## src/rtl/jtag_flash_dr.sv

```systemverilog
module jtag_flash_dr #(
  parameter int DW   = 16,
  parameter int AW   = 16,
  parameter int STEP = 2
) (
  input  logic          tck,
  input  logic          trst_n,
  input  logic          sel_rd,
  input  logic          sel_wr,
  input  logic          capture_dr,
  input  logic          shift_dr,
  input  logic          update_dr,
  input  logic          tdi,
  output logic          tdo,
  input  logic          addr_load,
  input  logic [AW-1:0] addr_in,
  output logic          fl_req,
  output logic          fl_we,
  output logic [AW-1:0] fl_addr,
  output logic [DW-1:0] fl_wdata,
  input  logic [DW-1:0] fl_rdata,
  input  logic          fl_ack,
  input  logic          fl_err,
  output logic          busy,
  output logic          prog_err
);
  localparam int CW = DW + 2;
  localparam logic [AW-1:0] INC = AW'(STEP);

  typedef enum logic [1:0] {IDLE, RD, WR, VR} st_t;
  st_t st;

  logic [CW-1:0] sr;
  logic [DW-1:0] rbuf;
  logic          vld, err;

  wire idle    = (st == IDLE);
  wire cap     = capture_dr & (sel_rd | sel_wr);
  wire rd_next = cap & sel_rd & vld & idle & ~addr_load;
  wire wr_go   = update_dr & sel_wr & ~vld & sr[DW] & idle & ~addr_load;
  wire mism    = (fl_rdata != fl_wdata);

  assign fl_req = ~idle;
  assign fl_we  = (st == WR);
  assign busy   = (st == WR);

  always_ff @(posedge tck or negedge trst_n) begin
    if (!trst_n) begin
      st       <= IDLE;
      sr       <= '0;
      rbuf     <= '0;
      vld      <= 1'b0;
      err      <= 1'b0;
      fl_addr  <= '0;
      fl_wdata <= '0;
      prog_err <= 1'b0;
    end else begin
      if (cap)
        sr <= {err, vld, rbuf};
      else if (shift_dr & (sel_rd | sel_wr))
        sr <= {tdi, sr[CW-1:1]};
      if (cap) vld <= 1'b0;
      case (st)
        IDLE: begin
          if (addr_load) begin
            fl_addr <= addr_in;
            vld     <= 1'b0;
            st      <= RD;
          end else if (rd_next) begin
            fl_addr <= fl_addr + INC;
            st      <= RD;
          end else if (wr_go) begin
            fl_wdata <= sr[DW-1:0];
            st       <= WR;
          end
        end
        RD: if (fl_ack) begin
          rbuf <= fl_rdata;
          err  <= fl_err;
          vld  <= 1'b1;
          st   <= IDLE;
        end
        WR: if (fl_ack) begin
          err <= fl_err;
          st  <= VR;
        end
        VR: if (fl_ack) begin
          rbuf     <= fl_rdata;
          err      <= err | fl_err | mism;
          prog_err <= prog_err | mism;
          vld      <= 1'b1;
          fl_addr  <= fl_addr + INC;
          st       <= IDLE;
        end
        default: st <= IDLE;
      endcase
    end
  end

  always_ff @(negedge tck or negedge trst_n) begin
    if (!trst_n) tdo <= 1'b0;
    else         tdo <= sr[0];
  end

  a_r5_write_starts: assert property (@(posedge tck) disable iff (!trst_n)
    wr_go |=> busy && fl_req && fl_wdata == $past(sr[DW-1:0]));

  a_r7_busy_ends_on_ack: assert property (@(posedge tck) disable iff (!trst_n)
    (busy && fl_ack) |=> !busy);

  a_r3_addr_step: assert property (@(posedge tck) disable iff (!trst_n)
    rd_next |=> fl_addr == $past(fl_addr) + INC && fl_req && !fl_we);

  a_r9_sticky: assert property (@(posedge tck) disable iff (!trst_n)
    prog_err |=> prog_err);

  a_r2_capture_clears: assert property (@(posedge tck) disable iff (!trst_n)
    (cap && !fl_ack) |=> !vld);

  a_r4_no_access_on_empty: assert property (@(posedge tck) disable iff (!trst_n)
    (cap && sel_rd && !vld && idle && !addr_load) |=> !fl_req && $stable(fl_addr));

  a_r1_req_held: assert property (@(posedge tck) disable iff (!trst_n)
    (fl_req && !fl_ack) |=> fl_req && $stable(fl_addr) && $stable(fl_we));
endmodule

```

## config.mk

```make
export PLATFORM = sky130hd
export DESIGN_NAME = jtag_flash_dr
export DESIGN_NICKNAME = d
export VERILOG_FILES = /design/src/rtl/jtag_flash_dr.sv
export SDC_FILE = /design/constraint.sdc
export NUM_CORES = 1
export LEC_CHECK = 0
export ABC_AREA = 1
export BUFFER_PORTS_ARGS = -buffer_cell sky130_fd_sc_hd__buf_4
export CORE_AREA = 2 2 110 69
export CTS_CLUSTER_SIZE = 24
export DETAILED_ROUTE_END_ITERATION = 10
export DIE_AREA = 0 0 112 71
export PLACE_DENSITY_LB_ADDON = 0.05
export SYNTH_ARGS = -nofsm -noshare
export SYNTH_HDL_FRONTEND = slang
export SYNTH_SLANG_ARGS = --single-unit
```

## constraint.sdc

```tcl
create_clock -name tck -period 2.15 [get_ports tck]
set_input_delay 0.1075 -clock tck [delete_from_list [all_inputs] [get_ports tck]]
set_output_delay 0.1075 -clock tck [all_outputs]
set_load 0.01 [all_outputs]
```

==> results_dict.tcl, run 1 <==
set metrics [dict create \
    status "finished with violations" \
    violations "negative hold slack" \
    wire_per_inst_um 13.8 \
    grt_use_met3_pct 5.74 \
    hold_buffers 0 \
    met1_usage_pct 37.7 \
    synthTopCellsByArea "dfrtp_1 (48%), nand2_1 (14%), o21ai_0 (9.0%), inv_1 (7.2%), a21oi_1 (4.7%)" \
    timing.hold.ws_ps -13.8 \
    die_h_um 71 \
    diodes 0 \
    syn_area_mm2 0.00374 \
    clkSinkCount 72 \
    relSlewSlack_pct 40.4 \
    cts_resized 0 \
    crit_arrival_ps 1900 \
    synth.most_common_cell "nand2_1" \
    hold_viol_final 5 \
    synth_edf_count 0 \
    avgSynthCellArea_um2 7.60 \
    maxSlewViolCount 0 \
    cpMaxStageDelayCell "dfrtn_1" \
    cp_cell_sequence "buf_4" \
    syn_inst 492 \
    powerDensity_mw_per_mm2 1360 \
    p_leak_nw 2.48 \
    dp_cells 653 \
    syn_nets 540 \
    peakVddDrop_uv 543 \
    ys_seq_area_share_pct 48.2 \
    ys_ff_latch 72 \
    dieArea_mm2 0.00795 \
    cpPeakStageDelay_ps 380 \
    synth_cell_type_count 32 \
    clk_path_buf_depth 2 \
    globalplace.congestion 1.01 \
    final_cells 669 \
    grt_util_met2_pct 34.5 \
    required_ps 2040 \
    n_fill_cell 590 \
    drtIter0Drc 243 \
    finalSetupViolations 0 \
    route.final.wire_length_um 9230 \
    fin_skew_ps 9.22 \
    grt_max_degree 72 \
    nets 621 \
    numPortBuffers 79 \
    rsz0062_at_grt "no" \
    postCtsSetupBuffers 0 \
    crit_type "register to output pin" \
    ys_warn_count 0 \
    worst_slew_pin_slew_ps 893 \
    cts_tree "built" \
    synth_top_area_cell "dfrtp_1" \
    max_cap_violations 0 \
    synth_common_cells "nand2_1 (137), inv_1 (72), dfrtp_1 (71)" \
    rows 24 \
    firstDrtPassIters 5 \
    cts_root_buf "clkbuf_16" \
    synth_ff_type "dfrtp_1" \
    cp_top_family "flip-flops" \
    grt_pass1_wl_um 15400 \
    io-pin-count 80 \
    clock_latency_ps 330 \
    clk_pin_slew_ps 60 \
    track_usage_pct 24.5 \
    cp-end-kind "output pin" \
    top_usage_layer "met1" \
    drive_gt1_share_pct 19.4 \
    h-tree-depth 3 \
    core_mm2 0.00703 \
    antenna_left 0 \
    async_flop_share_pct 100 \
    cp_max_fo 1 \
    die_w_um 112 \
    start_kind "register" \
    cts_made_buffers 9 \
    vias_per_cell 5.14 \
    drcViolationCount 0 \
    setup_tns_ps 0 \
    antenna_found_initial 0 \
    grt-ovfl-total 0 \
    initial_utilization_pct 53.2 \
    first_global_vias 3060 \
    crit_buf_inv 1 \
    yosysTopAreaCellShare_pct 47.5 \
    vias 3442 \
    syn2layout_area_growth_pct 26.7 \
    hold_path.class "input port to async pin" \
    post-dp-hpwl_um 6560 \
]
[flip-flops by register name, summed over array words and instances (netlist names)]
signal,count
rbuf,16
err,1
st,2
vld,1
sr,18
prog_err,1
tdo,1
fl_wdata,16
fl_addr,16
[power by group]
part,total [mW],internal [mW],switching [mW]
Clock,1.52,0.989,0.534
Sequential,2.40,1.92,0.483
Combinational,2.51,1.07,1.44
Total,6.44,3.98,2.46
[routing by layer]
metal / share of wire [%] / vias to the layer above
li1: - / 1721
met1: 49 / 1567
met2: 42 / 138
met3: 7.5 / 16
met4: 1.3 / 0
met5: 0 / -
[cell families after synthesis]
group | after synthesis | synth area share, %
adder cells (fa/ha/maj) | 5 | 1.67
AND/OR/NAND/NOR | 198 | 22.0
AO/OA/AOI/OAI | 117 | 16.5
XOR/XNOR | 8 | 1.87
multiplexers | 1 | 0.268
buffers and inverters | 91 | 9.50
flip-flops | 72 | 48.2
[placed cells by master, fill, tap and decap left out, types with 5 or more instances in the layout]
cell / count
ha_1: 5
o21ai_0: 67
xor2_1: 7
dfrtp_1: 71
nand2_1: 137
inv_1: 72
clkbuf_16: 9
buf_4: 87
nor2_1: 32
a21oi_1: 35
nand3_1: 12
[worst paths after layout]
kind | start | endpoint | slack (ps) | depth (start not counted)
hold / removal | trst_n | fl_wdata[13]$_DFFE_PN0P_ | -10 | 2
setup / recovery | tdo$_DFF_NN0_ | tdo | 150 | 1
max in group asynchronous | trst_n | tdo$_DFF_NN0_ | 1510 | 1
hold reg to reg | rbuf[3]$_DFFE_PN0P_ | rbuf[3]$_DFFE_PN0P_ | 480 | 2
setup reg to reg | st[0]$_DFFE_PN0P_ | fl_addr[11]$_DFFE_PN0P_ | 200 | 7
min in group tck | fl_rdata[10] | rbuf[10]$_DFFE_PN0P_ | 20 | 3
[stage by stage]
step	total power, mW	util, %	instance area (µm²)	hold slack (ps)	setup WS, ps
floorplan	3.90	-	3740	-188	542
global placement	4.81	63.0	4430	339	345
detailed placement	4.90	63.0	4430	357	294
CTS	6.47	67.5	4740	16.6	134
global route	6.95	67.5	4740	37.1	99.8
finish	6.44	67.5	4740	-13.8	147
[final cells by class]
cell class,instances,area [µm²],share of cell area (%)
Tap cell,91,114,2.40
Inverter,74,278,5.86
Multi-Input combinational cell,329,1580,33.4
Sequential cell,72,1800,38.0
Timing Repair Buffer,87,653,13.8
Clock inverter,3,40.0,0.845
Clock buffer,13,270,5.70
(Power assumes the default switching activity.)
==> inputs of run 2 (changes only) <==
--- a/config.mk
+++ b/config.mk
@@ -12,6 +12,7 @@
 export DETAILED_ROUTE_END_ITERATION = 10
 export DIE_AREA = 0 0 112 71
 export PLACE_DENSITY_LB_ADDON = 0.05
+export SETUP_SLACK_MARGIN = 0.4
 export SYNTH_ARGS = -nofsm -noshare
 export SYNTH_HDL_FRONTEND = slang
 export SYNTH_SLANG_ARGS = --single-unit
==> run 2 against run 1 <==
  * The run still ends with negative hold slack left
  * Via count shrank 0.17%
  * Highest routed layer unchanged
  * Register-to-register slack gained 230 ps
  * Routed wire length grew 3.3%
  * First-iteration DRC count shrank 17%
  * Critical endpoint unchanged
  * Power grew 3.1%
  * Clock skew is essentially flat
  * Core utilization grew 1.6 points
  * Hold slack gained 12 ps
  * Critical path depth is the same
==> results_dict.tcl, run 2 (synthesized netlist as in run 1, its figures left out) <==
set metrics [dict create \
    status "finished with violations" \
    antenna_found_initial 0 \
    final_common_cell "nand2_1" \
    cpPeakStageDelay_ps 380 \
    crit_buf_inv 1 \
    cts_made_buffers 9 \
    setup_tns_ps 0 \
    dieArea_mm2 0.00795 \
    final_cells 675 \
    layout_common_cells "nand2_1 (134), buf_4 (92), dfrtp_1 (70)" \
    peakVddDrop_uv 569 \
    first_global_vias 3090 \
    start_kind "register" \
    p_clk_share_pct 22.9 \
    largest_reg_flops 18 \
    cp_max_fo 1 \
    drcViolationCount 0 \
    required_ps 2040 \
    h-tree-depth 3 \
    rows 24 \
    fin_skew_ps 9.13 \
    setup_ws_ps 146 \
    relSlewSlack_pct 40.2 \
    die_w_um 112 \
    p_total_mw 6.64 \
    dp_cells 653 \
    clk_path_buf_depth 2 \
    hold_path.class "input port to async pin" \
    finalSetupViolations 0 \
    hold_viol_final 1 \
    violations "negative hold slack" \
    core_mm2 0.00703 \
    vias_per_cell 5.09 \
    io-pin-count 80 \
    cts_tree "built" \
    crit_arrival_ps 1900 \
    drtIter0Drc 201 \
    die_h_um 71 \
    initial_utilization_pct 53.2 \
    clkSinkCount 72 \
    diodes 0 \
    crit_type "register to output pin" \
    comb_power_share_pct 40.5 \
    route.final.wire_length_um 9540 \
    p_seq_share_pct 36.5 \
    vias 3436 \
    maxSlewViolCount 0 \
    numPortBuffers 79 \
    clk_pin_slew_ps 60 \
    track_usage_pct 24.6 \
    max_cap_violations 0 \
    final_util_pct 69.1 \
    syn2layout_area_growth_pct 29.7 \
    pre_cts_ws_ps 294 \
    largest-register "sr" \
    cpMaxStageDelayCell "dfrtn_1" \
    rsz0062_at_grt "yes" \
    drive_gt1_share_pct 22.3 \
    cp_top_family "flip-flops" \
    powerDensity_mw_per_mm2 1370 \
    grt_max_degree 72 \
    switchingPower_mw 2.55 \
    grt-ovfl-total 0 \
    globalplace.congestion 1.01 \
    cp_cell_sequence "buf_4" \
    timing.hold.ws_ps -1.88 \
    switching_share_pct 38.5 \
    antenna_left 0 \
    worst_slew_pin_slew_ps 897 \
    hold_buffers 0 \
    p_leak_nw 2.53 \
    grt_pass1_wl_um 15500 \
    firstDrtPassIters 5 \
    power.internal_mw 4.09 \
    cp-end-kind "output pin" \
    wire_per_inst_um 14.1 \
    nets 627 \
    clock_latency_ps 330 \
    cts_root_buf "clkbuf_16" \
    post-dp-hpwl_um 6560 \
]
[run 2: cell types whose count changed in the layout (fill, tap and decap cells not counted), sizes merged]
cell and change:
buf +6
[run 2: repair_timing]
action	CTS	global route
gates cloned	0	0
endpoints found under the hold margin	0	0
endpoints found under the setup margin	18	28
setup buffers	4	2
gates resized for setup	5	15
pin swaps	1	2
[run 2: routing by layer]
| metal | GRT usage, % | vias to the layer above | wire (µm) |
|---|---|---|---|
| met5 | 0 | - | 0 |
| met4 | 7.59 | 0 | 158 |
| met3 | 6.08 | 16 | 693 |
| met2 | 34.6 | 122 | 4100 |
| met1 | 37.5 | 1570 | 4590 |
| li1 | - | 1728 | - |
[run 2: worst paths after layout]
path                                      start                  endpoint  slack [ps]  cells after the start
setup / recovery                  tdo$_DFF_NN0_                       tdo         150                      1
hold / removal                           trst_n  fl_wdata[13]$_DFFE_PN0P_          -2                      2
setup reg to reg              st[1]$_DFFE_PN0P_   fl_wdata[6]$_DFFE_PN0P_         430                      8
hold reg to reg            rbuf[10]$_DFFE_PN0P_      rbuf[10]$_DFFE_PN0P_         480                      2
max in group asynchronous                trst_n         st[0]$_DFFE_PN0P_        1490                      2
min in group tck                   fl_rdata[10]      rbuf[10]$_DFFE_PN0P_          20                      3
[run 2: through the flow]
step | hold slack [ps] | cell area, µm²
2_1_floorplan | -188 | 3740
3_3_place_gp | 339 | 4430
3_5_place_dp | 357 | 4430
4_1_cts | 16.6 | 4780
5_1_grt | 37.1 | 4850
6_report | -1.88 | 4850
[run 2: layout make-up]
class                      count  area, µm²
inverter                      74        278
fill                         583       2170
clock inverter                 3       40.0
clock buffer                  13        270
sequential                    72       1800
timing repair buffer          93        702
tap                           91        114
multi-input combinational    329       1650
[run 2: power by group through the flow]
stage                     combinational, mW  sequential (mW)  clock (mW)
after floorplan                        1.47             2.44           0
after detailed placement               2.49             2.41           0
after global placement                 2.43             2.39           0
final                                  2.69             2.42        1.52
after CTS                              2.60             2.40        1.56
after global routing                   3.05             2.50        1.61
